`config.mk`:
```
export PLATFORM = sky130hd
export DESIGN_NAME = bus_line_tester
export DESIGN_NICKNAME = d
export VERILOG_FILES = /design/src/rtl/bus_line_tester.sv
export SDC_FILE = /design/constraint.sdc
export NUM_CORES = 1
export LEC_CHECK = 0
export ABC_AREA = 1
export CAP_MARGIN = 20
export CORE_ASPECT_RATIO = 1.4
export CORE_MARGIN = 4
export CORE_UTILIZATION = 52
export CTS_CLUSTER_DIAMETER = 150
export DETAILED_ROUTE_END_ITERATION = 12
export PLACE_DENSITY = 0.94
export SYNTH_ARGS = -nofsm -noshare
export SYNTH_HDL_FRONTEND = slang
export SYNTH_SLANG_ARGS = --single-unit
export TNS_END_PERCENT = 100
```
`constraint.sdc`:
```
create_clock -name clk -period 3.45 [get_ports clk]
set_input_delay 0.69 -clock clk [delete_from_list [all_inputs] [get_ports clk]]
set_output_delay 0.69 -clock clk [all_outputs]
set_load 0.005 [all_outputs]
```
`src/rtl/bus_line_tester.sv`:
```
module bus_line_tester #(
  parameter int DW = 16,
  parameter int RW = 4,
  parameter int CW = 4,
  localparam int IW = ($clog2(DW) > RW) ? (($clog2(DW) > CW) ? $clog2(DW) : CW)
                                        : ((RW > CW) ? RW : CW)
) (
  input  logic          clk,
  input  logic          rst_n,
  input  logic          start,
  output logic          mem_req,
  output logic          mem_we,
  output logic [RW-1:0] mem_row,
  output logic [CW-1:0] mem_col,
  output logic [DW-1:0] mem_wdata,
  input  logic [DW-1:0] mem_rdata,
  output logic          done,
  output logic          fail,
  output logic [1:0]    fail_phase,
  output logic [IW-1:0] fail_index
);
  localparam int HW = DW / 2;
  localparam logic [1:0] PH_DATA = 2'd0, PH_COL = 2'd1, PH_ROW = 2'd2;

  typedef enum logic [2:0] {IDLE, DWR, DRD, DCHK, AWR, ARD, ACHK, FIN} st_t;

  st_t st;
  logic [1:0]    phase;
  logic [IW-1:0] cnt;
  logic          inv;
  logic          fail_r;

  logic [DW-1:0] one_hot, line_pat, addr_pat;
  logic [HW-1:0] idx_h;
  logic          last_addr, last_line, mismatch;

  assign one_hot   = DW'(1) << cnt;
  assign line_pat  = inv ? ~one_hot : one_hot;
  assign idx_h     = HW'(cnt);
  assign addr_pat  = DW'({~idx_h, idx_h});
  assign last_line = cnt == IW'(DW - 1);
  assign last_addr = (phase == PH_COL) ? (cnt == IW'((1 << CW) - 1))
                                       : (cnt == IW'((1 << RW) - 1));

  assign mem_req   = st == DWR || st == DRD || st == AWR || st == ARD;
  assign mem_we    = st == DWR || st == AWR;
  assign mem_row   = (phase == PH_ROW) ? RW'(cnt) : '0;
  assign mem_col   = (phase == PH_COL) ? CW'(cnt) : '0;
  assign mem_wdata = (phase == PH_DATA) ? line_pat : addr_pat;
  assign mismatch  = mem_rdata != mem_wdata;

  assign done       = st == FIN;
  assign fail       = fail_r;
  assign fail_phase = phase;
  assign fail_index = cnt;

  always_ff @(posedge clk) begin
    if (!rst_n) begin
      st     <= IDLE;
      phase  <= PH_DATA;
      cnt    <= '0;
      inv    <= 1'b0;
      fail_r <= 1'b0;
    end else begin
      case (st)
        IDLE, FIN: if (start) begin
          st     <= DWR;
          phase  <= PH_DATA;
          cnt    <= '0;
          inv    <= 1'b0;
          fail_r <= 1'b0;
        end
        DWR: st <= DRD;
        DRD: st <= DCHK;
        DCHK: begin
          if (mismatch) begin
            fail_r <= 1'b1;
            st     <= FIN;
          end else if (!inv) begin
            inv <= 1'b1;
            st  <= DWR;
          end else begin
            inv <= 1'b0;
            if (last_line) begin
              phase <= PH_COL;
              cnt   <= '0;
              st    <= AWR;
            end else begin
              cnt <= cnt + 1'b1;
              st  <= DWR;
            end
          end
        end
        AWR: begin
          if (last_addr) begin
            cnt <= '0;
            st  <= ARD;
          end else begin
            cnt <= cnt + 1'b1;
          end
        end
        ARD: st <= ACHK;
        ACHK: begin
          if (mismatch) begin
            fail_r <= 1'b1;
            st     <= FIN;
          end else if (!last_addr) begin
            cnt <= cnt + 1'b1;
            st  <= ARD;
          end else if (phase == PH_COL) begin
            phase <= PH_ROW;
            cnt   <= '0;
            st    <= AWR;
          end else begin
            st <= FIN;
          end
        end
        default: st <= IDLE;
      endcase
    end
  end
endmodule

```
==> results.tsv, run 1 <==
stage	metric	value	unit
run_status	outcome	finished, final reports clean	
pwr	power_density	480	nW/µm²
timing	fin_crit	2.79	ns
critical_path	crit_type	reg2out	
route	met2_length	2.60	mm
place	dp_hpwl	3.75	mm
clock_network	clkTransAtPathRegs	0.06	ns
flow_run	drv_cap	0	
clock_network	clock_path_buffers	2	
place	post_dp_cell_area	2250	µm²
clock_network	cts_inserted_buffers	3	
synthesis	synth.most_common_cell	nand2_1	
critical_path	worstPathRequired	2.76	ns
synthesis	synthesis.nets	346	
timing	setup_violations	0	
final_layout	nets	397	
die	core	3180	µm²
die	rows	24	
final_layout	fillers	299	
timing	rsz0062_at_grt	false	
pwr	swShare	48.3	%
clock_network	clock-sinks	11	
pwr	power.switching	534	µW
route	firstDrtPassIters	6	
critical_path	critPathCaptureType	output port	
timing	tightest_slew	0.646	ns
synthesis	synthesis.area	1740	µm²
critical_path	r2r_slack	1.06	ns
critical_path	cpPeakStageDelay	0.50	ns
synthesis	synthArstFlopShare	0	%
synthesis	synth-main-ff-cell	dfxtp_1	
grt	grt_pass1_vias	2089	
route	first_iter_violations	120	
critical_path	arrival	2.10	ns
critical_path	critical_path_peak_fanout	6	
critical_path	cpMaxStageDelayCell	clkdlybuf4s50_1	
synthesis	synth_top_cell_area_share	20.0	%
grt	groute.usage.overall	22.6	%
pwr	leakage	0.00120	µW
final_layout	fin_area	2300	µm²
clock_network	clock_latency	0.25	ns
die	start_util	54.8	%
clock_network	h-tree-depth	1	
synthesis	synth_edf_count	0	
final_layout	n_antenna_cell	0	
pwr	power_frac_comb	71.1	%
grt	grt_pass1_wl	8.42	mm
route	drtAntennaViolNets	0	
die	die_w	56.9	µm
hold_path	hold_path.class	reg2reg	
pwr	ir_worst_vdd	0.000526	V
route	routed_wl	4.87	mm
synthesis	yosysWarnings	0	
critical_path	path_cells	ha_1 -> ha_1 -> inv_1 -> o21ai_0 -> nand3_1 -> inv_1 -> clkdlybuf4s50_1	
final_layout	syn_to_final_growth	31.9	%
timing	tns	0	ns
grt	grt_start_max_net_pins	23	
grt	grt_overflow_total	0	
pwr	clkPwrFrac	12.3	%
timing	maxSlewHeadroom	56.7	%
timing	hold_violations	0	
clock_network	cts_setup_buffers	0	
route	drc	0	
final_layout	drive_gt1_share	10.2	%
route	dr.max_layer_used	met4	
critical_path	cp-start-kind	register	
synthesis	yosysTopAreaCell	nand2_1	
die	die_h	76.5	µm
pwr	internal_power	571	µW
die	fp.dieArea	4360	µm²
route	viasPerCell	5.30	
synthesis	synth-seq-area-share	12.6	%
synthesis	yosys-top-cells-area	nand2_1 (20%), dfxtp_1 (13%), inv_1 (11%)	
timing	finalMaxSlewViolations	0	
die	num_io_pins	53	
pwr	total_power	1100	µW
route	vias	2175	
route	wire_per_inst	11.9	µm
route	met1Wirelength	1.87	mm
timing	holdWs	0.454	ns
synthesis	yosysUniqueCellTypes	29	
synthesis	syn_inst	321	
clock_network	root_buffer	clkbuf_8	
timing	clock.fmax	0.358	GHz
route	wl_met3	291	µm
grt	antenna_found_initial	0	
clock_network	cts_resized	0	
synthesis	yosys-top-cells-count	nand2_1 (93), inv_1 (52), nor2_1 (43)	
timing	finClkSkew	0.00663	ns
timing	fin_crit_sh	80.9	%
pwr	seqPwrFrac	16.6	%
place	dp_cells	406	
synthesis	syn_area_per_cell	5.43	µm²
clock_network	postCtsHoldBufs	0	
synthesis	ys_ff_latch	11	
clock_network	cts_tree	built	
place	portBuffers	52	
final_layout	layout.cells.non_filler	410	
place	routabilityCongestion	0.906	
-- critical path, delay by kind of cell (launching register included) --
family                   cells  cell delay (ns)
adder cells (fa/ha/maj)      2             0.46
buffers and inverters        3             0.65
AO/OA/AOI/OAI                1             0.17
AND/OR/NAND/NOR              1             0.15
flip-flops                   1             0.42
-- layout by cell type, fill, tap and decap left out, drive strengths merged, types with 2 or more instances in the layout --
master	Yosys	layout
clkdlybuf4s50	0	52
dfxtp	11	11
nand3	43	43
inv	57	57
buf	8	2
a21oi	14	14
clkbuf	0	3
ha	6	6
nor3	3	3
nor2	49	49
clkinv	1	2
nand4	15	15
o21ai	7	7
nand2	99	99
o211ai	2	2
-- flip-flops by register name, indices dropped and copies added (netlist names) --
| signal | cells |
|---|---|
| fail | 1 |
| fail_index | 4 |
| fail_phase | 2 |
| inv | 1 |
| st | 3 |
-- path summary, 6_finish.rpt --
check,start,to,cells past startpoint
max,fail_index[0],mem_wdata[7],7
min,fail,fail,2
max reg2reg,fail_index[0],st[1],15
min reg2reg,fail,fail,2
-- per-layer routing --
layer | global-route usage [%] | vias to the layer above
met1 | 24.8 | 954
li1 | - | 1115
met2 | 41.2 | 94
met3 | 2.37 | 12
met5 | 0 | -
met4 | 11.6 | 0
-- through the flow --
step	utilization, %	setup WS, ns
2_1_floorplan	-	1.44
3_3_place_gp	70.8	1.02
3_5_place_dp	70.8	0.963
4_1_cts	72.3	0.695
5_1_grt	72.3	0.462
6_report	72.3	0.657
-- area by class of cell --
| cell class | instances | area (µm²) | area share (%) |
|---|---|---|---|
| Timing Repair Buffer | 54 | 536 | 23.3 |
| Sequential cell | 11 | 220 | 9.57 |
| Multi-Input combinational cell | 244 | 1230 | 53.5 |
| Clock inverter | 1 | 5.00 | 0.218 |
| Clock buffer | 3 | 41.3 | 1.79 |
| Tap cell | 39 | 48.8 | 2.12 |
| Inverter | 58 | 219 | 9.52 |
-- kinds of logic (layout without fill, tap and decap cells) --
family | after synthesis | in the layout | share of synthesized area [%]
simple gates | 211 | 211 | 57.6
buf+inv | 66 | 116 | 16.8
compound gates | 25 | 25 | 7.68
flops | 11 | 11 | 12.6
fa+ha+maj | 6 | 6 | 4.30
xor+xnor | 2 | 2 | 1.00
-- power by group through the flow --
stage / registers (µW) / clock network (µW) / logic, µW
2_1_floorplan: 181 / 0 / 507
3_3_place_gp: 183 / 0 / 752
3_5_place_dp: 186 / 0 / 771
4_1_cts: 183 / 134 / 783
5_1_grt: 187 / 141 / 888
6_report: 183 / 136 / 786
Power figures use the tool's default switching activity.
==> run 2: changes to the inputs <==
--- a/config.mk
+++ b/config.mk
@@ -9,10 +9,10 @@
 export CAP_MARGIN = 20
 export CORE_ASPECT_RATIO = 1.4
 export CORE_MARGIN = 4
-export CORE_UTILIZATION = 52
+export CORE_UTILIZATION = 43
 export CTS_CLUSTER_DIAMETER = 150
 export DETAILED_ROUTE_END_ITERATION = 12
-export PLACE_DENSITY = 0.94
+export PLACE_DENSITY = 0.84
 export SYNTH_ARGS = -nofsm -noshare
 export SYNTH_HDL_FRONTEND = slang
 export SYNTH_SLANG_ARGS = --single-unit
==> constraint.sdc (replaced) <==
create_clock -name clk -period 2.5 [get_ports clk]
set_input_delay 0.5 -clock clk [delete_from_list [all_inputs] [get_ports clk]]
set_output_delay 0.5 -clock clk [all_outputs]
set_load 0.005 [all_outputs]
==> results.tsv, run 2 (synthesized netlist as in run 1, its figures left out) <==
stage	metric	value	unit
clock_network	cts_inserted_buffers	3	
grt	grt_pass1_wl	8.21	mm
critical_path	critPathCaptureType	output port	
die	die_h	83.4	µm
clock_network	clock_latency	0.24	ns
route	first_iter_violations	81	
grt	grt_start_max_net_pins	18	
route	wire_per_inst	11.7	µm
clock_network	cts_tree	built	
timing	fin_crit	2.40	ns
die	die_w	61.8	µm
critical_path	crit_top_cell	nand2_1	
hold_path	hold_depth	2	
final_layout	final_cell_mix	nand2_1 (93), clkdlybuf4s50_1 (52), inv_1 (51)	
critical_path	worstPathRequired	2.00	ns
die	num_io_pins	53	
clock_network	root_buffer	clkbuf_8	
critical_path	crit_type	reg2out	
place	portBuffers	52	
final_layout	largest_register_ffs	4	
grt	grt_pass1_vias	1942	
pwr	ir_worst_vdd	0.000609	V
critical_path	reg2regPathDepth	14	
final_layout	syn_to_final_growth	39.0	%
run_status	outcome	finished, final reports clean	
clock_network	clkTransAtPathRegs	0.05	ns
route	routed_wl	4.94	mm
pwr	power_density	650	nW/µm²
timing	hold_violations	0	
critical_path	cp-start-kind	register	
place	dp_hpwl	3.81	mm
critical_path	cpMaxStageDelayCell	clkdlybuf4s50_1	
final_layout	drive_gt1_share	14.5	%
place	routabilityCongestion	0.932	
final_layout	post-route-util	61.8	%
clock_network	h-tree-depth	1	
critical_path	critical_path_peak_fanout	7	
timing	fin_crit_sh	96.2	%
die	fp.dieArea	5150	µm²
pwr	total_power	1570	µW
grt	antenna_found_initial	0	
hold_path	hold_path.class	reg2reg	
die	rows	27	
route	drtAntennaViolNets	0	
timing	setup_violations	0	
timing	finClkSkew	0.00178	ns
die	core	3920	µm²
critical_path	arrival	1.90	ns
pwr	leakage	0.00124	µW
route	drc	0	
timing	clock.fmax	0.416	GHz
clock_network	clock_path_buffers	2	
timing	maxSlewHeadroom	62.8	%
critical_path	path_cells	clkinvlp_4 -> ha_2 -> nand2_1 -> nor2_1 -> nand2_1 -> nand3_1 -> inv_1 -> clkdlybuf4s50_1	
route	viasPerCell	5.09	
final_layout	n_antenna_cell	0	
clock_network	clock-sinks	11	
route	firstDrtPassIters	4	
die	start_util	44.5	%
timing	finalMaxSlewViolations	0	
critical_path	cpPeakStageDelay	0.49	ns
grt	groute.usage.overall	19.7	%
final_layout	fillers	374	
flow_run	drv_cap	0	
grt	grt_overflow_total	0	
timing	tightest_slew	0.558	ns
route	vias	2155	
critical_path	r2r_slack	0.29	ns
critical_path	crit_cells	8	
critical_path	worst-path-buf-inv	3	
final_layout	nets	406	
final_layout	layout_commonest_cell	nand2_1	
clock_network	postCtsHoldBufs	0	
critical_path	critPathTopFamily	buffers and inverters	
## run 2: final cells by class
class	count	area [µm²]	share of cell area [%]
tap	43	53.8	2.22
sequential	11	226	9.34
multi-input combinational	245	1280	52.8
inverter	58	223	9.19
clock buffer	4	45.0	1.86
timing repair buffer	62	596	24.6
## run 2: metrics by stage
step	hold WS, ns	instances	setup TNS [ns]	area (µm²)	setup slack, ns
after detailed placement	0.448	415	0	2300	0.217
after global placement	0.439	415	0	2300	0.251
final	0.455	423	0	2420	0.0952
after global routing	0.488	423	-0.00562	2420	-0.00389
after CTS	0.459	420	0	2360	0.0109
after floorplan	0.443	321	0	1740	0.491
## run 2: worst register-to-register path, cell delays in order (launching register included)
cell and delay, ns:
dfxtp_1 0.41, nor2_2 0.51, nand2_1 0.10, nor2_1 0.12, nor2_1 0.05, nand3_1 0.07, nand2_1 0.05, nor2_1 0.11
nand2_1 0.08, nor2_1 0.11, nand2_2 0.10, nand2_4 0.13, nand3_1 0.11, nand2_1 0.08, a21oi_1 0.06
## run 2: where the power goes
group / total (µW) / switching [µW] / internal (µW) / leakage [µW]
Sequential: 268 / 54.6 / 214 / 0.0000913
Clock: 182 / 69.6 / 112 / 0.0000228
Combinational: 1120 / 610 / 514 / 0.00112
## run 2: repair_timing
action                     in CTS  in global routing
gates cloned                    1                  0
resized for setup               4                  9
setup endpoints to repair       8                 12
setup buffers                   0                  3
pin swaps                       1                  1
## run 2: layer usage
metal | part of all wire (%) | global-route usage (%) | up-vias | routed length [µm]
met3 | 4.4 | 1.09 | 16 | 215
met2 | 53 | 36.6 | 62 | 2590
met4 | 3.2 | 8.49 | 0 | 157
met1 | 40 | 21.3 | 943 | 1970
li1 | - | - | 1134 | -
met5 | 0 | 0 | - | 0
## run 2: worst paths after layout
path                 start       endpoint
max          fail_index[0]   mem_wdata[2]
min reg2reg           fail           fail
max reg2reg  fail_phase[1]  fail_phase[0]
min                   fail           fail
==> run 3: changes to the inputs <==
--- a/config.mk
+++ b/config.mk
@@ -8,7 +8,7 @@
 export ABC_AREA = 1
 export CAP_MARGIN = 20
 export CORE_ASPECT_RATIO = 1.4
-export CORE_MARGIN = 4
+export CORE_MARGIN = 10
 export CORE_UTILIZATION = 43
 export CTS_CLUSTER_DIAMETER = 150
 export DETAILED_ROUTE_END_ITERATION = 12
@@ -16,4 +16,4 @@
 export SYNTH_ARGS = -nofsm -noshare
 export SYNTH_HDL_FRONTEND = slang
 export SYNTH_SLANG_ARGS = --single-unit
-export TNS_END_PERCENT = 100
+export TNS_END_PERCENT = 10
==> results.tsv, run 3 (synthesized netlist as in run 1, its figures left out) <==
stage	metric	value	unit
place	dp_hpwl	4.19	mm
pwr	ir_worst_vdd	0.000663	V
critical_path	critical_path_peak_fanout	7	
clock_network	clock_path_buffers	2	
die	die_w	73.8	µm
critical_path	worstPathRequired	2.00	ns
place	post_dp_cell_area	2290	µm²
final_layout	n_antenna_cell	0	
final_layout	layout_commonest_cell	nand2_1	
timing	maxSlewHeadroom	58.2	%
route	vias	2184	
timing	fin_crit_sh	96.9	%
grt	grt_start_max_net_pins	23	
timing	finalMaxSlewViolations	0	
pwr	power_density	647	nW/µm²
clock_network	cts_tree	built	
die	num_io_pins	53	
route	firstDrtPassIters	5	
final_layout	drive_gt1_share	14.6	%
critical_path	arrival	1.92	ns
clock_network	root_buffer	clkbuf_8	
timing	rsz0062_at_grt	true	
route	first_iter_violations	157	
grt	antenna_found_initial	0	
final_layout	syn_to_final_growth	39.3	%
die	die_h	95.4	µm
die	core	3920	µm²
run_status	outcome	finished, final reports clean	
pwr	total_power	1570	µW
critical_path	cp-start-kind	register	
timing	hold_violations	0	
timing	tightest_slew	0.625	ns
place	portBuffers	52	
route	drc	0	
final_layout	nets	403	
final_layout	largest_register_ffs	4	
clock_network	clkTransAtPathRegs	0.05	ns
die	rows	27	
route	drtAntennaViolNets	0	
grt	grt_pass1_vias	2039	
pwr	leakage	0.00124	µW
die	start_util	44.5	%
hold_path	hold_path.class	reg2reg	
timing	clock.fmax	0.413	GHz
final_layout	fin_area	2430	µm²
critical_path	critPathCaptureType	output port	
clock_network	postCtsHoldBufs	0	
timing	finClkSkew	0.00257	ns
grt	groute.usage.overall	14.6	%
route	viasPerCell	5.20	
timing	fin_crit	2.42	ns
clock_network	cts_inserted_buffers	3	
grt	grt_pass1_wl	8.71	mm
clock_network	clock_latency	0.25	ns
route	wire_per_inst	12.8	µm
final_layout	final_cell_mix	nand2_1 (93), inv_1 (51), clkdlybuf4s50_1 (51)	
clock_network	h-tree-depth	1	
flow_run	drv_cap	0	
route	routed_wl	5.38	mm
final_layout	fillers	373	
clock_network	clock-sinks	11	
timing	setup_violations	0	
die	fp.dieArea	7040	µm²
final_layout	post-route-util	62.0	%
critical_path	crit_type	reg2out	
place	routabilityCongestion	0.946	
grt	grt_overflow_total	0	
==> run 3: worst paths after layout <==
path | from | to | slack [ns] | depth (start not counted)
max | fail_index[0] | mem_wdata[0] | 0.08 | 8
min | fail | fail | 0.45 | 2
max reg2reg | fail_index[0] | fail_index[0] | 0.20 | 16
min reg2reg | fail | fail | 0.45 | 2
==> run 3: timing repair <==
item                                    CTS  global route
endpoints found under the hold margin     0             0
resized for setup                         5            15
endpoints found under the setup margin    9            18
pin swaps                                 0             3
setup buffers                             0             1
gates cloned                              0             1
==> run 3: through the flow <==
step	setup WS [ns]	setup TNS [ns]	instances	hold slack (ns)
2_1_floorplan	0.491	0	321	0.443
3_3_place_gp	0.225	0	414	0.440
3_5_place_dp	0.156	0	414	0.449
4_1_cts	-0.0294	-0.0294	418	0.457
5_1_grt	-0.0251	-0.131	420	0.491
6_report	0.0768	0	420	0.453
==> run 3: worst max-delay path, stage by stage (launching register included) <==
cell and delay (ns):
dfxtp_4 0.41, clkinvlp_4 0.21, ha_4 0.25, nand2_1 0.07, nor2_1 0.04, nand2_1 0.06
nand3_1 0.09, inv_1 0.06, clkdlybuf4s50_1 0.49
==> run 3: where the power goes <==
group / switching [µW] / leakage, µW / internal [µW]
Sequential: 56.1 / 0.0000921 / 213
Combinational: 628 / 0.00113 / 491
Clock: 71.6 / 0.0000228 / 112
==> run 3: cell type report <==
| class | count | area [µm²] | share of cell area [%] |
|---|---|---|---|
| Timing Repair Buffer | 59 | 576 | 23.7 |
| Inverter | 58 | 223 | 9.17 |
| Tap cell | 43 | 53.8 | 2.21 |
| Sequential cell | 11 | 230 | 9.47 |
| Clock buffer | 4 | 45.0 | 1.85 |
| Multi-Input combinational cell | 245 | 1300 | 53.6 |
==> run 3: metal layers <==
| metal | vias up | GRT usage, % | part of all wire, % |
|---|---|---|---|
| met5 | - | 0 | 0 |
| met4 | 0 | 6.23 | 3.7 |
| met3 | 17 | 2.60 | 6.8 |
| met2 | 64 | 27.5 | 53 |
| met1 | 975 | 15.0 | 37 |
| li1 | 1128 | - | - |
